**config.mk**
```make
export PLATFORM = sky130hd
export DESIGN_NAME = cfg_i2c_target
export DESIGN_NICKNAME = d
export VERILOG_FILES = /design/src/rtl/cfg_i2c_pkg.sv /design/src/rtl/cfg_i2c_line_sync.sv /design/src/rtl/cfg_i2c_regbank.sv /design/src/rtl/cfg_i2c_sequencer.sv /design/src/rtl/cfg_i2c_target.sv
export SDC_FILE = /design/constraint.sdc
export NUM_CORES = 1
export LEC_CHECK = 0
export CAP_MARGIN = 10
export CORE_MARGIN = 3
export CORE_UTILIZATION = 50
export DETAILED_ROUTE_END_ITERATION = 8
export HOLD_SLACK_MARGIN = 0.06
export PLACE_DENSITY = 0.72
export SETUP_SLACK_MARGIN = 0.2
export SLEW_MARGIN = 25
export SYNTH_ARGS = -nofsm -noshare
export SYNTH_HDL_FRONTEND = slang
export SYNTH_SLANG_ARGS = --single-unit
```
**constraint.sdc**
```tcl
create_clock -name clk -period 2 [get_ports clk]
set_clock_uncertainty 0.2 [all_clocks]
set_input_delay 0.4 -clock clk [delete_from_list [all_inputs] [get_ports clk]]
set_output_delay 0.4 -clock clk [all_outputs]
set_load 0.05 [all_outputs]
```
**src/rtl/cfg_i2c_pkg.sv**
```systemverilog
package cfg_i2c_pkg;

    typedef enum logic [2:0] {
        ST_IDLE,
        ST_ADDR,
        ST_AACK,
        ST_WDATA,
        ST_WACK,
        ST_RDATA,
        ST_RACK,
        ST_RNEXT
    } i2c_state_e;

    localparam int          BYTE_W    = 8;
    localparam logic [7:0]  ID_VALUE  = 8'h51;
    localparam logic [3:0]  ADDR_HIGH = 4'b1011;
    localparam int          RW_SLOTS  = 4;

    typedef struct packed {
        i2c_state_e         st;
        logic [2:0]         bits;
        logic [BYTE_W-1:0]  sh;
        logic [BYTE_W-1:0]  ptr;
        logic               idx_pend;
        logic               oe;
    } seq_t;

endpackage

```
**src/rtl/cfg_i2c_line_sync.sv**
```systemverilog
module cfg_i2c_line_sync #(
    parameter int STAGES = 2
) (
    input  logic clk,
    input  logic rst_n,
    input  logic scl_i,
    input  logic sda_i,
    output logic scl_s,
    output logic sda_s,
    output logic scl_rise,
    output logic scl_fall,
    output logic start_det,
    output logic stop_det
);
    localparam int PIPE_W = STAGES + 1;

    typedef struct packed {
        logic [PIPE_W-1:0] scl;
        logic [PIPE_W-1:0] sda;
    } pipe_t;

    pipe_t pipe_d, pipe_q;

    always_comb begin
        pipe_d.scl = {pipe_q.scl[PIPE_W-2:0], scl_i};
        pipe_d.sda = {pipe_q.sda[PIPE_W-2:0], sda_i};
    end

    always_ff @(posedge clk or negedge rst_n) begin
        if (!rst_n) pipe_q <= '1;
        else        pipe_q <= pipe_d;
    end

    logic scl_p, sda_p;
    assign scl_s     = pipe_q.scl[STAGES-1];
    assign sda_s     = pipe_q.sda[STAGES-1];
    assign scl_p     = pipe_q.scl[STAGES];
    assign sda_p     = pipe_q.sda[STAGES];
    assign scl_rise  = scl_s & ~scl_p;
    assign scl_fall  = ~scl_s & scl_p;
    assign start_det = scl_s & scl_p & sda_p & ~sda_s;
    assign stop_det  = scl_s & scl_p & ~sda_p & sda_s;
endmodule

```
**src/rtl/cfg_i2c_regbank.sv**
```systemverilog
module cfg_i2c_regbank
    import cfg_i2c_pkg::*;
#(
    parameter int IDX_W = 8
) (
    input  logic              clk,
    input  logic              rst_n,
    input  logic              wr_en,
    input  logic [IDX_W-1:0]  wr_idx,
    input  logic [BYTE_W-1:0] wr_data,
    input  logic [IDX_W-1:0]  rd_idx,
    input  logic [2:0]        hpd_live,
    output logic [BYTE_W-1:0] rd_data,
    output logic [BYTE_W-1:0] slot_o [RW_SLOTS]
);
    localparam logic [BYTE_W-1:0] WMASK [RW_SLOTS] = '{8'hFE, 8'hFF, 8'hFE, 8'hF0};
    localparam int                ID_IDX           = 3;
    localparam int                HP_IDX           = 4;

    logic [BYTE_W-1:0]   slot_d [RW_SLOTS];
    logic [BYTE_W-1:0]   slot_q [RW_SLOTS];
    logic [RW_SLOTS-1:0] hit;

    for (genvar s = 0; s < RW_SLOTS; s++) begin : g_slot
        localparam int SLOT_IDX = (s == RW_SLOTS - 1) ? HP_IDX : s;
        assign hit[s]    = wr_en && (wr_idx == SLOT_IDX[IDX_W-1:0]);
        assign slot_o[s] = slot_q[s];
    end

    always_comb begin
        for (int s = 0; s < RW_SLOTS; s++) begin
            slot_d[s] = hit[s] ? (wr_data & WMASK[s]) : slot_q[s];
        end
    end

    always_ff @(posedge clk or negedge rst_n) begin
        if (!rst_n) begin
            for (int s = 0; s < RW_SLOTS; s++) slot_q[s] <= '0;
        end else begin
            for (int s = 0; s < RW_SLOTS; s++) slot_q[s] <= slot_d[s];
        end
    end

    always_comb begin
        if (rd_idx < IDX_W'(ID_IDX))       rd_data = slot_q[rd_idx[1:0]];
        else if (rd_idx == IDX_W'(ID_IDX)) rd_data = ID_VALUE;
        else if (rd_idx == IDX_W'(HP_IDX)) rd_data = {slot_q[RW_SLOTS-1][7:4], hpd_live, 1'b0};
        else                               rd_data = '0;
    end
endmodule

```
**src/rtl/cfg_i2c_sequencer.sv**
```systemverilog
module cfg_i2c_sequencer
    import cfg_i2c_pkg::*;
(
    input  logic              clk,
    input  logic              rst_n,
    input  logic              sda_s,
    input  logic              scl_rise,
    input  logic              scl_fall,
    input  logic              start_det,
    input  logic              stop_det,
    input  logic [6:0]        dev_addr,
    input  logic [BYTE_W-1:0] rd_data,
    output logic              wr_en,
    output logic [BYTE_W-1:0] wr_idx,
    output logic [BYTE_W-1:0] wr_data,
    output logic [BYTE_W-1:0] ptr,
    output logic              sda_oe
);
    seq_t q, d;
    logic [BYTE_W-1:0] sh_in;

    assign sh_in   = {q.sh[BYTE_W-2:0], sda_s};
    assign wr_idx  = q.ptr;
    assign wr_data = sh_in;
    assign ptr     = q.ptr;
    assign sda_oe  = q.oe;

    always_comb begin
        d     = q;
        wr_en = 1'b0;
        if (start_det) begin
            d.st   = ST_ADDR;
            d.bits = '0;
            d.oe   = 1'b0;
        end else if (stop_det) begin
            d.st = ST_IDLE;
            d.oe = 1'b0;
        end else begin
            unique case (q.st)
                ST_ADDR: if (scl_rise) begin
                    d.sh   = sh_in;
                    d.bits = q.bits + 3'd1;
                    if (q.bits == 3'd7) begin
                        if (sh_in[7:1] == dev_addr) begin
                            d.st       = ST_AACK;
                            d.idx_pend = ~sh_in[0];
                        end else begin
                            d.st = ST_IDLE;
                        end
                    end
                end
                ST_AACK: if (scl_fall) begin
                    if (!q.oe) begin
                        d.oe = 1'b1;
                    end else if (q.sh[0]) begin
                        d.st   = ST_RDATA;
                        d.sh   = rd_data;
                        d.oe   = ~rd_data[7];
                        d.bits = '0;
                    end else begin
                        d.st   = ST_WDATA;
                        d.oe   = 1'b0;
                        d.bits = '0;
                    end
                end
                ST_WDATA: if (scl_rise) begin
                    d.sh   = sh_in;
                    d.bits = q.bits + 3'd1;
                    if (q.bits == 3'd7) begin
                        d.st = ST_WACK;
                        if (q.idx_pend) begin
                            d.ptr      = sh_in;
                            d.idx_pend = 1'b0;
                        end else begin
                            wr_en = 1'b1;
                            d.ptr = q.ptr + 8'd1;
                        end
                    end
                end
                ST_WACK: if (scl_fall) begin
                    if (!q.oe) begin
                        d.oe = 1'b1;
                    end else begin
                        d.oe   = 1'b0;
                        d.st   = ST_WDATA;
                        d.bits = '0;
                    end
                end
                ST_RDATA: if (scl_fall) begin
                    if (q.bits == 3'd7) begin
                        d.oe  = 1'b0;
                        d.st  = ST_RACK;
                        d.ptr = q.ptr + 8'd1;
                    end else begin
                        d.sh   = {q.sh[BYTE_W-2:0], 1'b0};
                        d.oe   = ~q.sh[6];
                        d.bits = q.bits + 3'd1;
                    end
                end
                ST_RACK: if (scl_rise) begin
                    d.st = sda_s ? ST_IDLE : ST_RNEXT;
                end
                ST_RNEXT: if (scl_fall) begin
                    d.st   = ST_RDATA;
                    d.sh   = rd_data;
                    d.oe   = ~rd_data[7];
                    d.bits = '0;
                end
                default: ;
            endcase
        end
    end

    always_ff @(posedge clk or negedge rst_n) begin
        if (!rst_n) q <= '{st: ST_IDLE, bits: '0, sh: '0, ptr: '0, idx_pend: 1'b0, oe: 1'b0};
        else        q <= d;
    end
endmodule

```
**src/rtl/cfg_i2c_target.sv**
```systemverilog
module cfg_i2c_target
    import cfg_i2c_pkg::*;
#(
    parameter int SYNC_STAGES = 2
) (
    input  logic       clk,
    input  logic       rst_n,
    input  logic       scl_i,
    input  logic       sda_i,
    input  logic [1:0] addr_strap_i,
    input  logic [2:0] hpd_i,
    output logic       sda_oe_o,
    output logic [7:0] sel_ctrl_o,
    output logic [7:0] eq_ctrl_o,
    output logic [7:0] tx_ctrl_o,
    output logic [3:0] hp_ctrl_o
);
    logic scl_s, sda_s, scl_rise, scl_fall, start_det, stop_det;
    logic wr_en;
    logic [BYTE_W-1:0] wr_idx, wr_data, ptr, rd_data;
    logic [BYTE_W-1:0] slot [RW_SLOTS];
    logic [6:0] dev_addr;

    assign dev_addr = {ADDR_HIGH, addr_strap_i[1], addr_strap_i[0], 1'b1};

    cfg_i2c_line_sync #(.STAGES(SYNC_STAGES)) u_sync (
        .clk(clk), .rst_n(rst_n), .scl_i(scl_i), .sda_i(sda_i),
        .scl_s(scl_s), .sda_s(sda_s), .scl_rise(scl_rise), .scl_fall(scl_fall),
        .start_det(start_det), .stop_det(stop_det)
    );

    cfg_i2c_sequencer u_seq (
        .clk(clk), .rst_n(rst_n), .sda_s(sda_s), .scl_rise(scl_rise),
        .scl_fall(scl_fall), .start_det(start_det), .stop_det(stop_det),
        .dev_addr(dev_addr), .rd_data(rd_data), .wr_en(wr_en),
        .wr_idx(wr_idx), .wr_data(wr_data), .ptr(ptr), .sda_oe(sda_oe_o)
    );

    cfg_i2c_regbank #(.IDX_W(BYTE_W)) u_bank (
        .clk(clk), .rst_n(rst_n), .wr_en(wr_en), .wr_idx(wr_idx),
        .wr_data(wr_data), .rd_idx(ptr), .hpd_live(hpd_i),
        .rd_data(rd_data), .slot_o(slot)
    );

    assign sel_ctrl_o = slot[0];
    assign eq_ctrl_o  = slot[1];
    assign tx_ctrl_o  = slot[2];
    assign hp_ctrl_o  = slot[3][7:4];
endmodule

```
# Word-level counts from Yosys, hierarchy flattened
# Index checks and enable logic that the tools add are counted.
# totals
regBits	56
in_bits	9
out_inout_bits	29
wordCells	152
# op_classes
addsub	2
magnitude_cmp	2
n_eq_ne	47
muxes	54
bitwise_logic	16
reduce_logical	18
# op_table
cell	count
8-bit 2-to-1 mux	8
14-bit 2-to-1 mux	4
8-bit one-hot mux with 5 select lines	1
4-bit inequality test, second input constant	7
6-bit 2-to-1 mux	4
23-bit 2-to-1 mux	1
22-bit 2-to-1 mux	1
11-bit AND reduction	2
3-bit inequality test, second input constant	7
3-bit one-hot mux with 7 select lines	1
20-bit 2-to-1 mux	1
4-bit by 3-bit inequality test with 1-bit output, second input constant	5
1-bit 2-to-1 mux	19
3-bit 2-to-1 mux	6
3-bit one-hot mux with 6 select lines	1
8-bit binary-select mux with 2-bit select	1
8-bit by 2-bit == test with 1-bit output, second input constant	2
8-bit one-hot mux with 2 select lines	1
3-bit == test, second input constant	5
2-bit inequality test, second input constant	7
13-bit AND reduction	1
2-bit by 1-bit inequality test with 1-bit output, second input constant	6
11-bit 2-to-1 mux	1
10-bit AND reduction	1
27 further kinds	46

# Logic depth before layout (Yosys ltp)
# logic_depth
depth_word	12
mapped_depth	8
depth_no_buf	7

# Cells and area by module
# A second synthesis with hierarchy kept.
# unflattened
cells_unflattened	351
area_unflattened_um2	3652.3
# by_module_without_submodules
mod	instances	cells_each	area_per_inst_um2	seq_area_each_um2
cfg_i2c_sequencer	1	216	2009.4	575.6
cfg_i2c_regbank	1	123	1445.1	650.6
cfg_i2c_line_sync	1	10	190.2	157.7
cfg_i2c_target	1	2	7.5	0.0

# Worst setup path before layout
# No wires, ideal clock.
# synth_timing
path_kind	register to register
from	reg u_seq.q, in the netlist u_seq.sda_oe
to	reg u_seq.q[18] (netlist name)
setup_time_ps	125
arrival_time_ps	1887
required_time_ps	1675
slack_ps	-212
path_stages_with_launch	6
n_path_buf	0
period_less_slack_ps	2212
path_cell_list	dfrtp_1 > or3b_2 > o21ai_0 > a211oi_1 > and3_1 > mux2_2
# synth_via
elab_chain_cells	2
elab_cells_between_ends	3
cone_classes	eq/ne: 2; reduce/logical: 1
# synth_lines
element	line	rtl
from (decl)	cfg_i2c_sequencer.sv:19	seq_t q, d;
from (signal assigned)	cfg_i2c_sequencer.sv:115	if (!rst_n) q <= '{st: ST_IDLE, bits: '0, sh: '0, ptr: '0, idx_pend: 1'b0, oe: 1'b0};
3-bit by 2-bit inequality test with 1-bit output (no source line)	--	
11-bit AND reduction (no source line) (*)	--	
# Mark *: on every way between the ends. The rest lies on a longest branch, timed or not.
# A chain may end at the register's enable or synchronous reset.

# Final worst setup path
# layout_timing
from	reg u_sync.pipe_q, in the netlist u_sync.scl_s
to	reg u_bank.slot_q, in the netlist u_bank.slot_o[16]
# layout_via
elab_chain_cells	6
elab_cells_between_ends	11
cone_classes	mux: 4; bitwise: 6; reduce/logical: 1
# layout_lines
element	line	rtl
from (decl)	cfg_i2c_line_sync.sv:22	pipe_t pipe_d, pipe_q;
from (signal assigned)	cfg_i2c_line_sync.sv:31	else pipe_q <= pipe_d;
1-bit bitwise AND (on tied branches)	cfg_i2c_line_sync.sv:39, cfg_i2c_line_sync.sv:41, cfg_i2c_line_sync.sv:42	
1-bit 2-to-1 mux / 1-bit bitwise AND (equally long branches)	cfg_i2c_sequencer.sv:66, cfg_i2c_line_sync.sv:42	
1-bit 2-to-1 mux / 1-bit bitwise AND (equally long branches)	cfg_i2c_sequencer.sv:39, cfg_i2c_line_sync.sv:42	
1-bit 2-to-1 mux	cfg_i2c_sequencer.sv:35	end else if (stop_det) begin
1-bit 2-to-1 mux (*)	cfg_i2c_sequencer.sv:31	if (start_det) begin
1-bit logical AND (*)	cfg_i2c_regbank.sv:26	assign hit[s] = wr_en && (wr_idx == SLOT_IDX[IDX_W-1:0]);
to (decl)	cfg_i2c_regbank.sv:21	logic [BYTE_W-1:0] slot_q [RW_SLOTS];
# Marks and branches as above.

==> impl_metrics.py <==
metrics = {
    "pwr": {
        "internal_power_mw": 1.93,
        "power_density_mw_per_mm2": 620,
        "leakagePower_nw": 2.09,
        "power.total_mw": 2.81,
        "switching_power_mw": 0.883,
        "power.share.switching": 0.314,
        "ir_drop_v": 0.000453,
        "p_seq_frac": 0.456,
        "clkPwrFrac": 0.240,
        "power_frac_comb": 0.303,
    },
    "floorplan": {
        "die_x_um": 85.0,
        "coreArea_mm2": 0.00599,
        "chipHeight_um": 85.0,
        "fp.dieArea_mm2": 0.00723,
        "std_cell_rows": 28,
        "top_level_ports": 38,
        "initial_core_util": 0.522,
    },
    "synth": {
        "yosysTopAreaCell": "dfrtp_1",
        "ys_async_sr_fraction": 1.00,
        "ys_warn_count": 0,
        "yosysTopAreaCellShare": 0.392,
        "ys.flop_type": "dfrtp_1",
        "synth_area_leaders": "dfrtp_1 39%, mux2_2 10%, dfstp_2 5.0%, a21oi_1 3.7%, nand2_1 3.4%",
        "synth-edff-count": 0,
        "synthTopCellsByCount": "49 x dfrtp_1, 28 x mux2_2, 28 x nand2_1",
        "synthCells": 305,
        "post-synth-top-count-cell": "dfrtp_1",
        "synth_seq_cells": 55,
        "avgSynthCellArea_um2": 10.2,
        "yosysSeqAreaShare": 0.443,
        "netlist_area_mm2": 0.00312,
        "synthDistinctLibCells": 52,
    },
    "timing": {
        "setup_slack_ps": -129,
        "post-route-period-util": 1.06,
        "finalHoldViolCount": 0,
        "clock.fmax_mhz": 470,
        "hold_slack_ps": 162,
        "min_period_ps": 2130,
        "tns_ps": -2720,
        "maxSlewViolCount": 0,
        "setup_violations": 32,
        "grt_setup_unrepaired": "yes",
    },
    "critical_path": {
        "worst_ep_required_time_ps": 2000,
        "critical_path_arrival_ps": 2130,
        "reg2reg_depth": 7,
        "reg2reg_from": "u_sync.scl_s$_DFF_PN1_",
        "path_class": "reg2reg",
        "rrSetupSlack_ps": -130,
        "worstPathMaxFanout": 5,
        "end_kind": "flop",
        "start_kind": "flop",
        "r2r-end": "u_bank.slot_o[16]$_DFFE_PN0P_",
    },
    "final_layout": {
        "area_growth_pct": 45.2,
        "fin_util": 0.757,
        "fin_nets": 426,
        "antenna_cells": 0,
        "drive_gt1_frac": 0.517,
    },
    "routing": {
        "dr.first_iter.drc_count": 270,
        "drt-total-wl_mm": 8.80,
        "drc": 0,
        "avgViaCountPerCell": 5.94,
        "routedWlPerCell_um": 18.1,
        "ant_nets": 0,
        "firstDrtPassIters": 6,
        "vias": 2894,
    },
    "global_route": {
        "grt_use_total": 0.251,
        "grt_pass1_vias": 2888,
        "grt_max_degree": 23,
        "grt_pass1_wl_mm": 14.4,
        "grt_overflow": 0,
        "antenna_found_initial": 0,
    },
    "flow_run": {
        "max_cap_violations": 0,
    },
    "clocking": {
        "cts_buffers": 5,
        "cts_buffer_depth": 2,
        "cts_root_buf": "clkbuf_8",
        "clkLatencyLatePin_ps": 310,
        "tritoncts": "done",
        "clock-sinks": 55,
        "cts.clk_slew.worst_paths_ps": 90,
        "cts_max_level": 2,
    },
    "placement": {
        "port-buffer-count": 35,
        "place.gp.congestion": 0.893,
        "hpwl_mm": 6.14,
    },
    "min_path": {
        "hold_path.class": "reg2reg",
        "min-delay-start": "u_sync.pipe_d[4]$_DFF_PN1_",
        "hold_depth": 0,
        "hold_path_end": "u_sync.scl_s$_DFF_PN1_",
    },
    "status": {
        "status": "finished with violations",
        "violations": "setup timing",
    },
}
-- worst max-delay path by stage --
| stage | depth (start not counted) | endpoint | from | slack [ps] |
|---|---|---|---|---|
| after global placement | 7 | u_seq.q[23]$_DFFE_PN0P_ | u_seq.q[18]$_DFFE_PN0P_ | -180 |
| after floorplan | 4 | u_bank.slot_o[16]$_DFFE_PN0P_ | u_seq.ptr[4]$_DFFE_PN0P_ | -40 |
| after global routing | 6 | u_seq.q[23]$_DFFE_PN0P_ | u_seq.q[22]$_DFFE_PN0P_ | -220 |
| after CTS | 6 | u_bank.slot_o[16]$_DFFE_PN0P_ | u_seq.ptr[7]$_DFFE_PN0P_ | -90 |
| final | 7 | u_bank.slot_o[16]$_DFFE_PN0P_ | u_sync.scl_s$_DFF_PN1_ | -130 |
| after detailed placement | 7 | u_seq.q[23]$_DFFE_PN0P_ | u_sync.scl_s$_DFF_PN1_ | -200 |
-- placed cells by master, fill, tap and decap left out, drive strengths merged, types with 2 or more instances in the layout --
master and instances:
a21oi 23, mux4 4, dfstp 6, a31o 2, nand2 29, nand2b 4, xor2 2, o22ai 4
a31oi 7, o21ai 20, clkbuf 7, inv 7, a22o 2, nor3b 4, mux2 28, conb 2
buf 108, a2111oi 2, nor4 2, and3b 2, a22oi 2, nor2b 6, nor2 17, a221oi 2
o211ai 3, ha 6, nand4 4, dfrtp 49, a222oi 3, a21o 3, clkdlybuf4s50 7, nand3 12
mux2i 5, xnor2 2, and3 6, a211oi 6
-- per-stage QoR --
step	cells	instance area, µm²	setup WS (ps)
after floorplan	306	3230	-37.7
after global placement	465	4020	-182
after detailed placement	465	4020	-198
after CTS	483	4410	-92.1
after global routing	487	4540	-224
final	487	4540	-129
-- state kept, by name, summed over array words and instances, names as in the netlist --
name	flops
u_seq.sda_oe	1
u_seq.ptr	8
u_seq.q	7
u_seq.wr_data	7
u_bank.slot_o	26
u_sync.pipe_q	2
u_sync.pipe_d	2
u_sync.sda_s	1
u_sync.scl_s	1
-- metal layers --
metal / vias to the layer above / wire, µm / GRT usage
li1: 1344 / - / -
met1: 1438 / 3800 / 0.320
met2: 104 / 4480 / 0.428
met3: 8 / 435 / 0.0524
met4: 0 / 91 / 0.0763
met5: - / 0 / 0
-- cell families (layout without fill, tap and decap cells) --
logic type,after synthesis,count (layout),share of synthesized area
muxes,37,37,0.146
and+or+nand+nor,92,92,0.157
adders and majority gates,6,6,0.0240
other,1,2,0.00120
AOI/OAI and AO/OA,85,85,0.180
DFF,55,55,0.443
xor gates and xnor gates,4,4,0.0112
buffers and inverters,25,131,0.0380
-- power groups by stage --
stage	clock (mW)	combinational, mW	sequential, mW
finish	0.675	0.853	1.28
global route	0.733	0.924	1.29
CTS	0.699	0.813	1.28
detailed placement	0	0.757	1.30
global placement	0	0.742	1.29
floorplan	0	0.354	1.32
-- final cells by class --
cell class | count | area, µm²
multi-input combinational | 226 | 1910
inverter | 7 | 26.3
clock buffer | 7 | 96.3
clock inverter | 1 | 7.51
tap | 75 | 93.8
fill | 393 | 1450
timing repair buffer | 116 | 1010
sequential | 55 | 1390
-- critical path, stage by stage (launching register included) --
cell and delay, ps:
dfstp_2 550, nor2b_2 200, nand2_2 140, nor4_4 240, buf_6 170, nand3_4 90, buf_6 160, mux2_2 270
-- what timing repair did --
item                                    CTS  global route
pin swaps                                25            11
endpoints found under the setup margin   49            49
resized for setup                        47            24
hold endpoints to repair                 15             0
hold buffers                              1             0
setup buffers                             9             4
No activity file was read; power rests on OpenSTA's default activity.
